===== config.mk =====
export PLATFORM = sky130hd
export DESIGN_NAME = nic_sysctl
export DESIGN_NICKNAME = d
export VERILOG_FILES = /design/src/rtl/nic_sysctl_pkg.sv /design/src/rtl/nic_sysctl_decode.sv /design/src/rtl/nic_sysctl_cmd.sv /design/src/rtl/nic_sysctl_stat.sv /design/src/rtl/nic_sysctl_irq.sv /design/src/rtl/nic_sysctl.sv
export SDC_FILE = /design/constraint.sdc
export NUM_CORES = 1
export LEC_CHECK = 0
export BUFFER_PORTS_ARGS = -buffer_cell sky130_fd_sc_hd__buf_2
export CAP_MARGIN = 25
export CORE_MARGIN = 5
export CORE_UTILIZATION = 45
export DETAILED_ROUTE_END_ITERATION = 10
export HOLD_SLACK_MARGIN = 0.02
export PLACE_DENSITY_LB_ADDON = 0.08
export SYNTH_ARGS = -nofsm -noshare
export SYNTH_HDL_FRONTEND = slang
export SYNTH_SLANG_ARGS = --single-unit

===== constraint.sdc =====
create_clock -name clk -period 1.4 [get_ports clk]
set_clock_uncertainty 0.05 [all_clocks]
set_input_delay 0.07 -clock clk [delete_from_list [all_inputs] [get_ports clk]]
set_output_delay 0.07 -clock clk [all_outputs]
set_load 0.005 [all_outputs]

===== src/rtl/nic_sysctl_pkg.sv =====
package nic_sysctl_pkg;
   localparam int STAT_W   = 8;
   localparam int OFF_ICB  = 0;
   localparam int OFF_CMD  = 1;
   localparam int OFF_STAT = 2;
   localparam int OFF_PTR  = 4;
   localparam logic [STAT_W-1:0] STAT_IMPL = 8'hFD;
   localparam int CU_LSB = 4;
   localparam int CU_W   = 4;
   localparam int RU_LSB = 0;
   localparam int RU_W   = 3;
   localparam int ACK_LSB = 8;
   localparam int BIT_MASK_ALL = 0;
   localparam int BIT_SWI      = 1;
   localparam int EVT_LSB      = 4;

   typedef struct packed {
      logic icb;
      logic cmd;
      logic ack;
      logic ptr;
   } wr_sel_t;
endpackage


===== src/rtl/nic_sysctl_decode.sv =====
module nic_sysctl_decode
   import nic_sysctl_pkg::*;
#(
   parameter int ADDR_W = 5,
   parameter int DATA_W = 32
) (
   input  logic              bus_wr,
   input  logic [ADDR_W-1:0] bus_addr,
   input  logic [STAT_W-1:0] stat_q,
   input  logic [DATA_W-1:0] ptr_q,
   output wr_sel_t           wsel,
   output logic [DATA_W-1:0] rdata
);
   localparam logic [ADDR_W-1:0] A_ICB  = ADDR_W'(OFF_ICB);
   localparam logic [ADDR_W-1:0] A_CMD  = ADDR_W'(OFF_CMD);
   localparam logic [ADDR_W-1:0] A_STAT = ADDR_W'(OFF_STAT);
   localparam logic [ADDR_W-1:0] A_PTR  = ADDR_W'(OFF_PTR);

   always_comb begin
      wsel.icb = bus_wr && (bus_addr == A_ICB);
      wsel.cmd = bus_wr && (bus_addr == A_CMD);
      wsel.ack = bus_wr && (bus_addr == A_STAT);
      wsel.ptr = bus_wr && (bus_addr == A_PTR);
   end

   always_comb begin
      rdata = '0;
      if (bus_addr == A_STAT)
         rdata[ACK_LSB +: STAT_W] = stat_q;
      else if (bus_addr == A_PTR)
         rdata = ptr_q;
   end
endmodule


===== src/rtl/nic_sysctl_cmd.sv =====
module nic_sysctl_cmd
   import nic_sysctl_pkg::*;
(
   input  logic            clk,
   input  logic            rst_n,
   input  logic            cmd_we,
   input  logic [7:0]      cmd_byte,
   output logic            cu_vld,
   output logic [CU_W-1:0] cu_code,
   output logic            ru_vld,
   output logic [RU_W-1:0] ru_code
);
   logic [CU_W-1:0] cu_f;
   logic [RU_W-1:0] ru_f;

   assign cu_f = cmd_byte[CU_LSB +: CU_W];
   assign ru_f = cmd_byte[RU_LSB +: RU_W];

   always_ff @(posedge clk) begin
      if (!rst_n) begin
         cu_vld  <= 1'b0;
         ru_vld  <= 1'b0;
         cu_code <= '0;
         ru_code <= '0;
      end else begin
         cu_vld <= cmd_we && (cu_f != '0);
         ru_vld <= cmd_we && (ru_f != '0);
         if (cmd_we) begin
            cu_code <= cu_f;
            ru_code <= ru_f;
         end
      end
   end
endmodule


===== src/rtl/nic_sysctl_stat.sv =====
module nic_sysctl_stat
   import nic_sysctl_pkg::*;
#(
   parameter logic [STAT_W-1:0] IMPL = STAT_IMPL
) (
   input  logic              clk,
   input  logic              rst_n,
   input  logic [STAT_W-1:0] set_i,
   input  logic [STAT_W-1:0] clr_i,
   output logic [STAT_W-1:0] stat_q
);
   for (genvar i = 0; i < STAT_W; i++) begin : g_bit
      if (IMPL[i]) begin : g_live
         always_ff @(posedge clk) begin
            if (!rst_n)
               stat_q[i] <= 1'b0;
            else
               stat_q[i] <= set_i[i] | (stat_q[i] & ~clr_i[i]);
         end
      end else begin : g_rsvd
         assign stat_q[i] = 1'b0;
      end
   end
endmodule


===== src/rtl/nic_sysctl_irq.sv =====
module nic_sysctl_irq
   import nic_sysctl_pkg::*;
(
   input  logic [7:0]        icb,
   input  logic [STAT_W-1:0] stat,
   output logic              irq
);
   localparam int EVT_W = STAT_W - EVT_LSB;
   logic [EVT_W-1:0] live;

   assign live = stat[STAT_W-1:EVT_LSB] & ~icb[STAT_W-1:EVT_LSB];

   always_comb begin
      if (icb[BIT_MASK_ALL])
         irq = 1'b0;
      else if (icb[BIT_SWI])
         irq = 1'b1;
      else
         irq = |live;
   end
endmodule


===== src/rtl/nic_sysctl.sv =====
module nic_sysctl
   import nic_sysctl_pkg::*;
#(
   parameter int ADDR_W = 5,
   parameter int DATA_W = 32
) (
   input  logic              clk,
   input  logic              rst_n,
   input  logic              bus_wr,
   input  logic [ADDR_W-1:0] bus_addr,
   input  logic [DATA_W-1:0] bus_wdata,
   output logic [DATA_W-1:0] bus_rdata,
   input  logic [7:0]        unit_evt,
   output logic              cu_cmd_vld,
   output logic [3:0]        cu_cmd,
   output logic              ru_cmd_vld,
   output logic [2:0]        ru_cmd,
   output logic [DATA_W-1:0] gen_ptr,
   output logic              irq
);
   if (DATA_W < ACK_LSB + STAT_W) begin : g_chk_dw
      $error("DATA_W must hold the status field");
   end
   if (ADDR_W < 3) begin : g_chk_aw
      $error("ADDR_W must reach the pointer offset");
   end

   wr_sel_t           wsel;
   logic [7:0]        icb_q;
   logic [STAT_W-1:0] stat_q;
   logic [DATA_W-1:0] ptr_q;

   nic_sysctl_decode #(.ADDR_W(ADDR_W), .DATA_W(DATA_W)) u_dec (
      .bus_wr   (bus_wr),
      .bus_addr (bus_addr),
      .stat_q   (stat_q),
      .ptr_q    (ptr_q),
      .wsel     (wsel),
      .rdata    (bus_rdata)
   );

   always_ff @(posedge clk) begin
      if (!rst_n) begin
         icb_q <= '0;
         ptr_q <= '0;
      end else begin
         if (wsel.icb) icb_q <= bus_wdata[7:0];
         if (wsel.ptr) ptr_q <= bus_wdata;
      end
   end

   nic_sysctl_cmd u_cmd (
      .clk      (clk),
      .rst_n    (rst_n),
      .cmd_we   (wsel.cmd),
      .cmd_byte (bus_wdata[7:0]),
      .cu_vld   (cu_cmd_vld),
      .cu_code  (cu_cmd),
      .ru_vld   (ru_cmd_vld),
      .ru_code  (ru_cmd)
   );

   logic [STAT_W-1:0] clr;
   assign clr = wsel.ack ? bus_wdata[ACK_LSB +: STAT_W] : '0;

   nic_sysctl_stat #(.IMPL(STAT_IMPL)) u_stat (
      .clk    (clk),
      .rst_n  (rst_n),
      .set_i  (unit_evt),
      .clr_i  (clr),
      .stat_q (stat_q)
   );

   nic_sysctl_irq u_irq (
      .icb  (icb_q),
      .stat (stat_q),
      .irq  (irq)
   );

   assign gen_ptr = ptr_q;
endmodule


==> results of run 1 <==
placed cells by master (no fill, tap or decap):
master	instances
o21ai_0	7
nor3b_2	2
nor3_1	1
nand4_1	1
buf_2	120
nor2b_1	1
nand2_1	77
buf_4	6
dfxtp_1	51
clkinv_2	1
inv_6	1
buf_12	3
dfxtp_2	3
nor4b_4	1
clkbuf_8	5
mux2i_1	45
dlygate4sd3_1	34
inv_1	9
nor4_1	1
and3b_1	1
a21oi_1	2
bufinv_16	1
a222oi_1	1
inv_2	2
and2_1	25
and3_1	1
a41oi_1	7
nand2_2	1
a22o_1	7
nor2_1	2
nand3b_2	1
area by class of cell:
cell class	instances	area share
Clock buffer	5	0.0193
Timing Repair Buffer	163	0.294
Clock inverter	3	0.0123
Tap cell	70	0.0246
Sequential cell	54	0.305
Multi-Input combinational cell	184	0.333
Inverter	11	0.0116
layer usage:
layer,up-vias,wire (um),global-route usage,part of all wire
met5,-,12,0,0.0019
met4,2,87,0.0490,0.014
met3,10,480,0.0624,0.076
met2,69,2970,0.325,0.47
met1,1059,2750,0.211,0.44
li1,1191,-,-,-
sequential cells by signal, summed over array words and instances, names as in the netlist:
signal / count
gen_ptr: 32
icb_q: 6
u_cmd.cu_code: 4
u_cmd.cu_vld: 1
u_cmd.ru_code: 3
u_cmd.ru_vld: 1
u_stat.stat_q: 7
what timing repair did:
| action | CTS | global route |
|---|---|---|
| gates resized for setup | 3 | 2 |
| hold buffers | 34 | 0 |
| setup endpoints to repair | 1 | 1 |
| endpoints found under the hold margin | 35 | 0 |
power groups by stage:
stage	logic, mW	registers (mW)	clock network (mW)
2_1_floorplan	0.117	1.61	0
3_3_place_gp	0.239	1.61	0
3_5_place_dp	0.241	1.61	0
4_1_cts	0.320	1.58	1.08
5_1_grt	0.353	1.58	1.14
6_report	0.320	1.58	1.05
per-stage QoR:
stage          std cells  utilization  hold WS [ps]  TNS (ps)
3_3_place_gp         448        0.603           243         0
6_report             490        0.692          23.4         0
2_1_floorplan        268            -           142         0
3_5_place_dp         448        0.603           245         0
4_1_cts              490        0.692          22.7     -9.90
5_1_grt              490        0.692          24.9     -81.3
path summary, 6_finish.rpt:
kind                         start               end  slack, ps  depth (start not counted)
hold / removal        bus_wdata[7]  u_cmd.cu_code[3]         20                          3
setup reg to reg  u_stat.stat_q[7]  u_stat.stat_q[7]         70                          3
setup / recovery          icb_q[6]               irq          6                          4
hold reg to reg           icb_q[1]          icb_q[1]        420                          2
cells by family (layout without fill, tap and decap cells):
logic type,after synthesis,after routing,share of synthesized area
and+or+nand+nor,115,115,0.233
DFF,54,54,0.452
muxes,45,45,0.188
buffers and inverters,30,182,0.0528
AOI/OAI and AO/OA,24,24,0.0742
critical path, stage by stage, from the launching register on:
cell and delay, ps:
dfxtp_2 350, inv_2 30, a222oi_1 340, a21oi_1 110, buf_2 150
==> flow_summary.toml, run 1 <==
[die]
rows = 26
ioPinCount = 122
core_area_um2 = 5140
die_h_um = 82.9
start_util = 0.466
die_area_um2 = 6880
die_w_um = 82.9

[power]
switching_power_mw = 0.672
ir_worst_vdd_mv = 0.629
intPower_mw = 2.28
swShare = 0.228
total_power_mw = 2.95
p_comb_frac = 0.109
power_density_nw_per_um2 = 829
p_leak_nw = 2.04
pwr-share-seq = 0.534
p_clk_frac = 0.357

[run]
maxCapViolations = 0

[sta]
period_share = 0.995
relSlewSlack = 0.776
worst_slew_pin_slew_ps = 335
drv_slew = 0
finalSetupViolCount = 0
setup_ws_ps = 6.31
min_period_ps = 1390
rsz0062_at_grt = "yes"
clock.fmax_mhz = 718
hold_viol = 0

[finish]
fillCellCount = 457
final_nets = 467
syn2layout_area_growth_pct = 48.7
drive_above_1_share = 0.350
final-seq-area_um2 = 1080
antenna_cells = 0
fin_area_um2 = 3560
multi_input_area_um2 = 1190

[synth]
yosys.area.top_type = "dfxtp_1"
ys_types = 25
synth_most_common_cell = "nand2_1"
synthFlopType = "dfxtp_1"
yosysWarnings = 0
avgSynthCellArea_um2 = 8.93
synth_edf_count = 0
ys_async_sr_fraction = 0
synth_top_area_share = 0.452
syn_inst = 268
synthesis.area_um2 = 2390
synth_nets = 316
synth-seq-cells = 54
synth_common_cells = "77 x nand2_1, 54 x dfxtp_1, 45 x mux2i_1, 25 x and2_1, 13 x clkbuf_1"
ys_seq_area_frac = 0.452
synth_area_leaders = "dfxtp_1 45%, mux2i_1 19%, nand2_1 12%"

[worst_hold_path]
hold_path.class = "in -> reg"

[clocking]
clock_latency_ps = 310
cts.reportedPaths.clkPinSlew_ps = 100
clk_path_buf_depth = 2
clkSinkCount = 54
h-tree-depth = 2
clk_root_buffer_cell = "clkbuf_8"
cts_tree = "yes"
post_cts.repair.setup_buffers = 0
cts_buffers = 5

[worst_setup_path]
cp.required_ps = 1280
crit_type = "reg -> out"
arrival_ps = 1270
crit_fanout = 2
cp-end-kind = "output pin"
startpoint_type = "flop"

[place]
place_area_um2 = 3100
hpwlAfterDp_um = 4420
numPortBuffers = 120
place_ws_ps = 136
gp_congestion = 0.747

[detailed_routing]
drc = 0
drt_iter0_drc = 90
postRouteAntennaNets = 0
totalWireLength_um = 6290
num_vias = 2331
wl_per_cell_um = 12.8
post_drt_via_cell_ratio = 4.76
first_pass_iters = 4

[global_routing]
grt_pass1_vias = 2321
antenna_found_initial = 1
grt_max_degree = 48
overflow = 0
grt_pass1_wl_um = 10800
grt_use_total = 0.184

[outcome]
status = "finished clean"
Note: power is estimated with default switching activity, not from simulation.
==> run 2, diff against run 1 <==
--- a/config.mk
+++ b/config.mk
@@ -12,6 +12,7 @@
 export DETAILED_ROUTE_END_ITERATION = 10
 export HOLD_SLACK_MARGIN = 0.02
 export PLACE_DENSITY_LB_ADDON = 0.08
+export RECOVER_POWER = 25
 export SYNTH_ARGS = -nofsm -noshare
 export SYNTH_HDL_FRONTEND = slang
 export SYNTH_SLANG_ARGS = --single-unit
==> run 2 against run 1 <==
  * Hold slack improved by 1.5 ps
  * Register-to-register slack barely moved
  * Critical path depth did not move
  * Die area did not move
  * Combinational power barely moved
  * Sequential share of layout area rose by 0.21 points
  * Setup slack got worse by 1.9 ps
  * Highest routed layer is now met4
==> flow_summary.toml, run 2 (same netlist as run 1, synthesis figures left out) <==
[outcome]
status = "finished clean"

[die]
core_area_um2 = 5140
start_util = 0.466
ioPinCount = 122
die_h_um = 82.9
die_w_um = 82.9
rows = 26
die_area_um2 = 6880

[worst_hold_path]
hp-start = "bus_wdata[7]"
hold_path.class = "in -> reg"
whs_endpoint = "u_cmd.cu_code[3]"
whs_path_depth = 3

[sta]
clock.fmax_mhz = 717
min_period_ps = 1400
rsz0062_at_grt = "yes"
drv_slew = 0
relSlewSlack = 0.419
period_share = 0.997
finalSetupViolCount = 0
hold_viol = 0
worst_slew_pin_slew_ps = 872

[worst_setup_path]
startpoint_type = "flop"
timing.rr.end = "u_stat.stat_q[7]"
critPathSlowestCell = "dfxtp_2"
arrival_ps = 1280
reg2regPathDepth = 3
cp.required_ps = 1280
crit_fanout = 2
cp_cell_sequence = "inv_2 -> a222oi_1 -> a21oi_1 -> buf_2"
cp-end-kind = "output pin"
r2r_start = "u_stat.stat_q[7]"
reg2reg_slack_ps = 70
crit_type = "reg -> out"
critPathMaxStageDelay_ps = 340

[detailed_routing]
post_drt_via_cell_ratio = 4.75
postRouteAntennaNets = 0
drc = 0
wl_per_cell_um = 12.9
totalWireLength_um = 6300
num_vias = 2328
drt_iter0_drc = 89
first_pass_iters = 4

[global_routing]
grt_pass1_wl_um = 10800
antenna_found_initial = 0
grt_pass1_vias = 2321
grt_use_total = 0.184
overflow = 0
grt_max_degree = 48

[power]
switching_power_mw = 0.671
ir_worst_vdd_mv = 0.629
p_leak_nw = 2.02
swShare = 0.228
intPower_mw = 2.28
power_density_nw_per_um2 = 833
p_clk_frac = 0.357
pwr-share-seq = 0.535
p_comb_frac = 0.108

[clocking]
clkSinkCount = 54
cts_buffers = 5
post_cts.repair.setup_buffers = 0
clk_root_buffer_cell = "clkbuf_8"
clk_path_buf_depth = 2
cts.reportedPaths.clkPinSlew_ps = 100
cts_tree = "yes"
h-tree-depth = 2
clock_latency_ps = 310

[finish]
multi_input_area_um2 = 1180
fin_area_um2 = 3530
antenna_cells = 0
final_util = 0.688
syn2layout_area_growth_pct = 47.7
fillCellCount = 464
final-instance-count-excl-fill = 490
final_nets = 467
final_cell_mix = "118 x buf_2, 78 x nand2_1, 51 x dfxtp_1"
drive_above_1_share = 0.340
final_common_cell = "buf_2"
final-seq-area_um2 = 1080
largest_reg_flops = 32

[place]
numPortBuffers = 120
dp_cells = 448
gp_congestion = 0.747
place_area_um2 = 3100
hpwlAfterDp_um = 4420

[run]
maxCapViolations = 0
## run 2: cell types whose count changed in the layout (fill, tap and decap cells not counted), sizes merged
cell | previous run | this run
buf | 129 | 124
clkbuf | 5 | 10
## run 2: per-layer routing
metal	track usage	vias to the layer above	routed length (um)
met5	0	-	0
met4	0.0490	0	85
met3	0.0624	8	506
met2	0.325	71	2980
met1	0.211	1057	2730
li1	-	1192	-
## run 2: worst max-delay path by stage
stage	start	endpoint	slack [ps]	depth (start not counted)
floorplan	bus_addr[3]	u_cmd.cu_code[0]	310	4
global placement	bus_addr[3]	u_cmd.cu_code[1]	160	4
detailed placement	bus_addr[3]	u_cmd.cu_code[0]	140	4
CTS	icb_q[6]	irq	-10	4
global route	u_stat.stat_q[6]	irq	-80	3
finish	icb_q[6]	irq	4	4
## run 2: stage by stage
stage	total power [mW]	TNS [ps]	setup WS, ps	hold slack [ps]
4_1_cts	2.98	-9.90	-9.90	22.7
3_5_place_dp	1.85	0	136	245
2_1_floorplan	1.72	0	313	142
3_3_place_gp	1.85	0	162	243
5_1_grt	3.07	-81.3	-81.3	26.0
6_report	2.95	0	4.38	24.9
## run 2: critical path, delay by kind of cell, from the launching register on
family,cells,cell delay [ps]
AOI/OAI and AO/OA,2,450
buffers and inverters,2,180
DFF,1,340
## run 2: area by class of cell
type / instances / share of cell area
Multi-Input combinational cell: 184 / 0.335
Sequential cell: 54 / 0.307
Timing Repair Buffer: 163 / 0.290
Tap cell: 70 / 0.0248
Clock buffer: 5 / 0.0195
Clock inverter: 3 / 0.0124
Inverter: 11 / 0.0117
## run 2: power groups by stage
stage                     clock network, mW  logic, mW  registers, mW
final                                  1.05      0.318           1.58
after CTS                              1.08      0.320           1.58
after global routing                   1.14      0.351           1.58
after floorplan                           0      0.117           1.61
after detailed placement                  0      0.241           1.61
after global placement                    0      0.239           1.61
## run 2: what timing repair did
item / 4_1_cts / 5_1_grt
setup endpoints to repair: 1 / 1
pin swaps: 0 / 0
resized for setup: 3 / 2
hold endpoints to repair: 35 / 0
hold buffers: 34 / 0
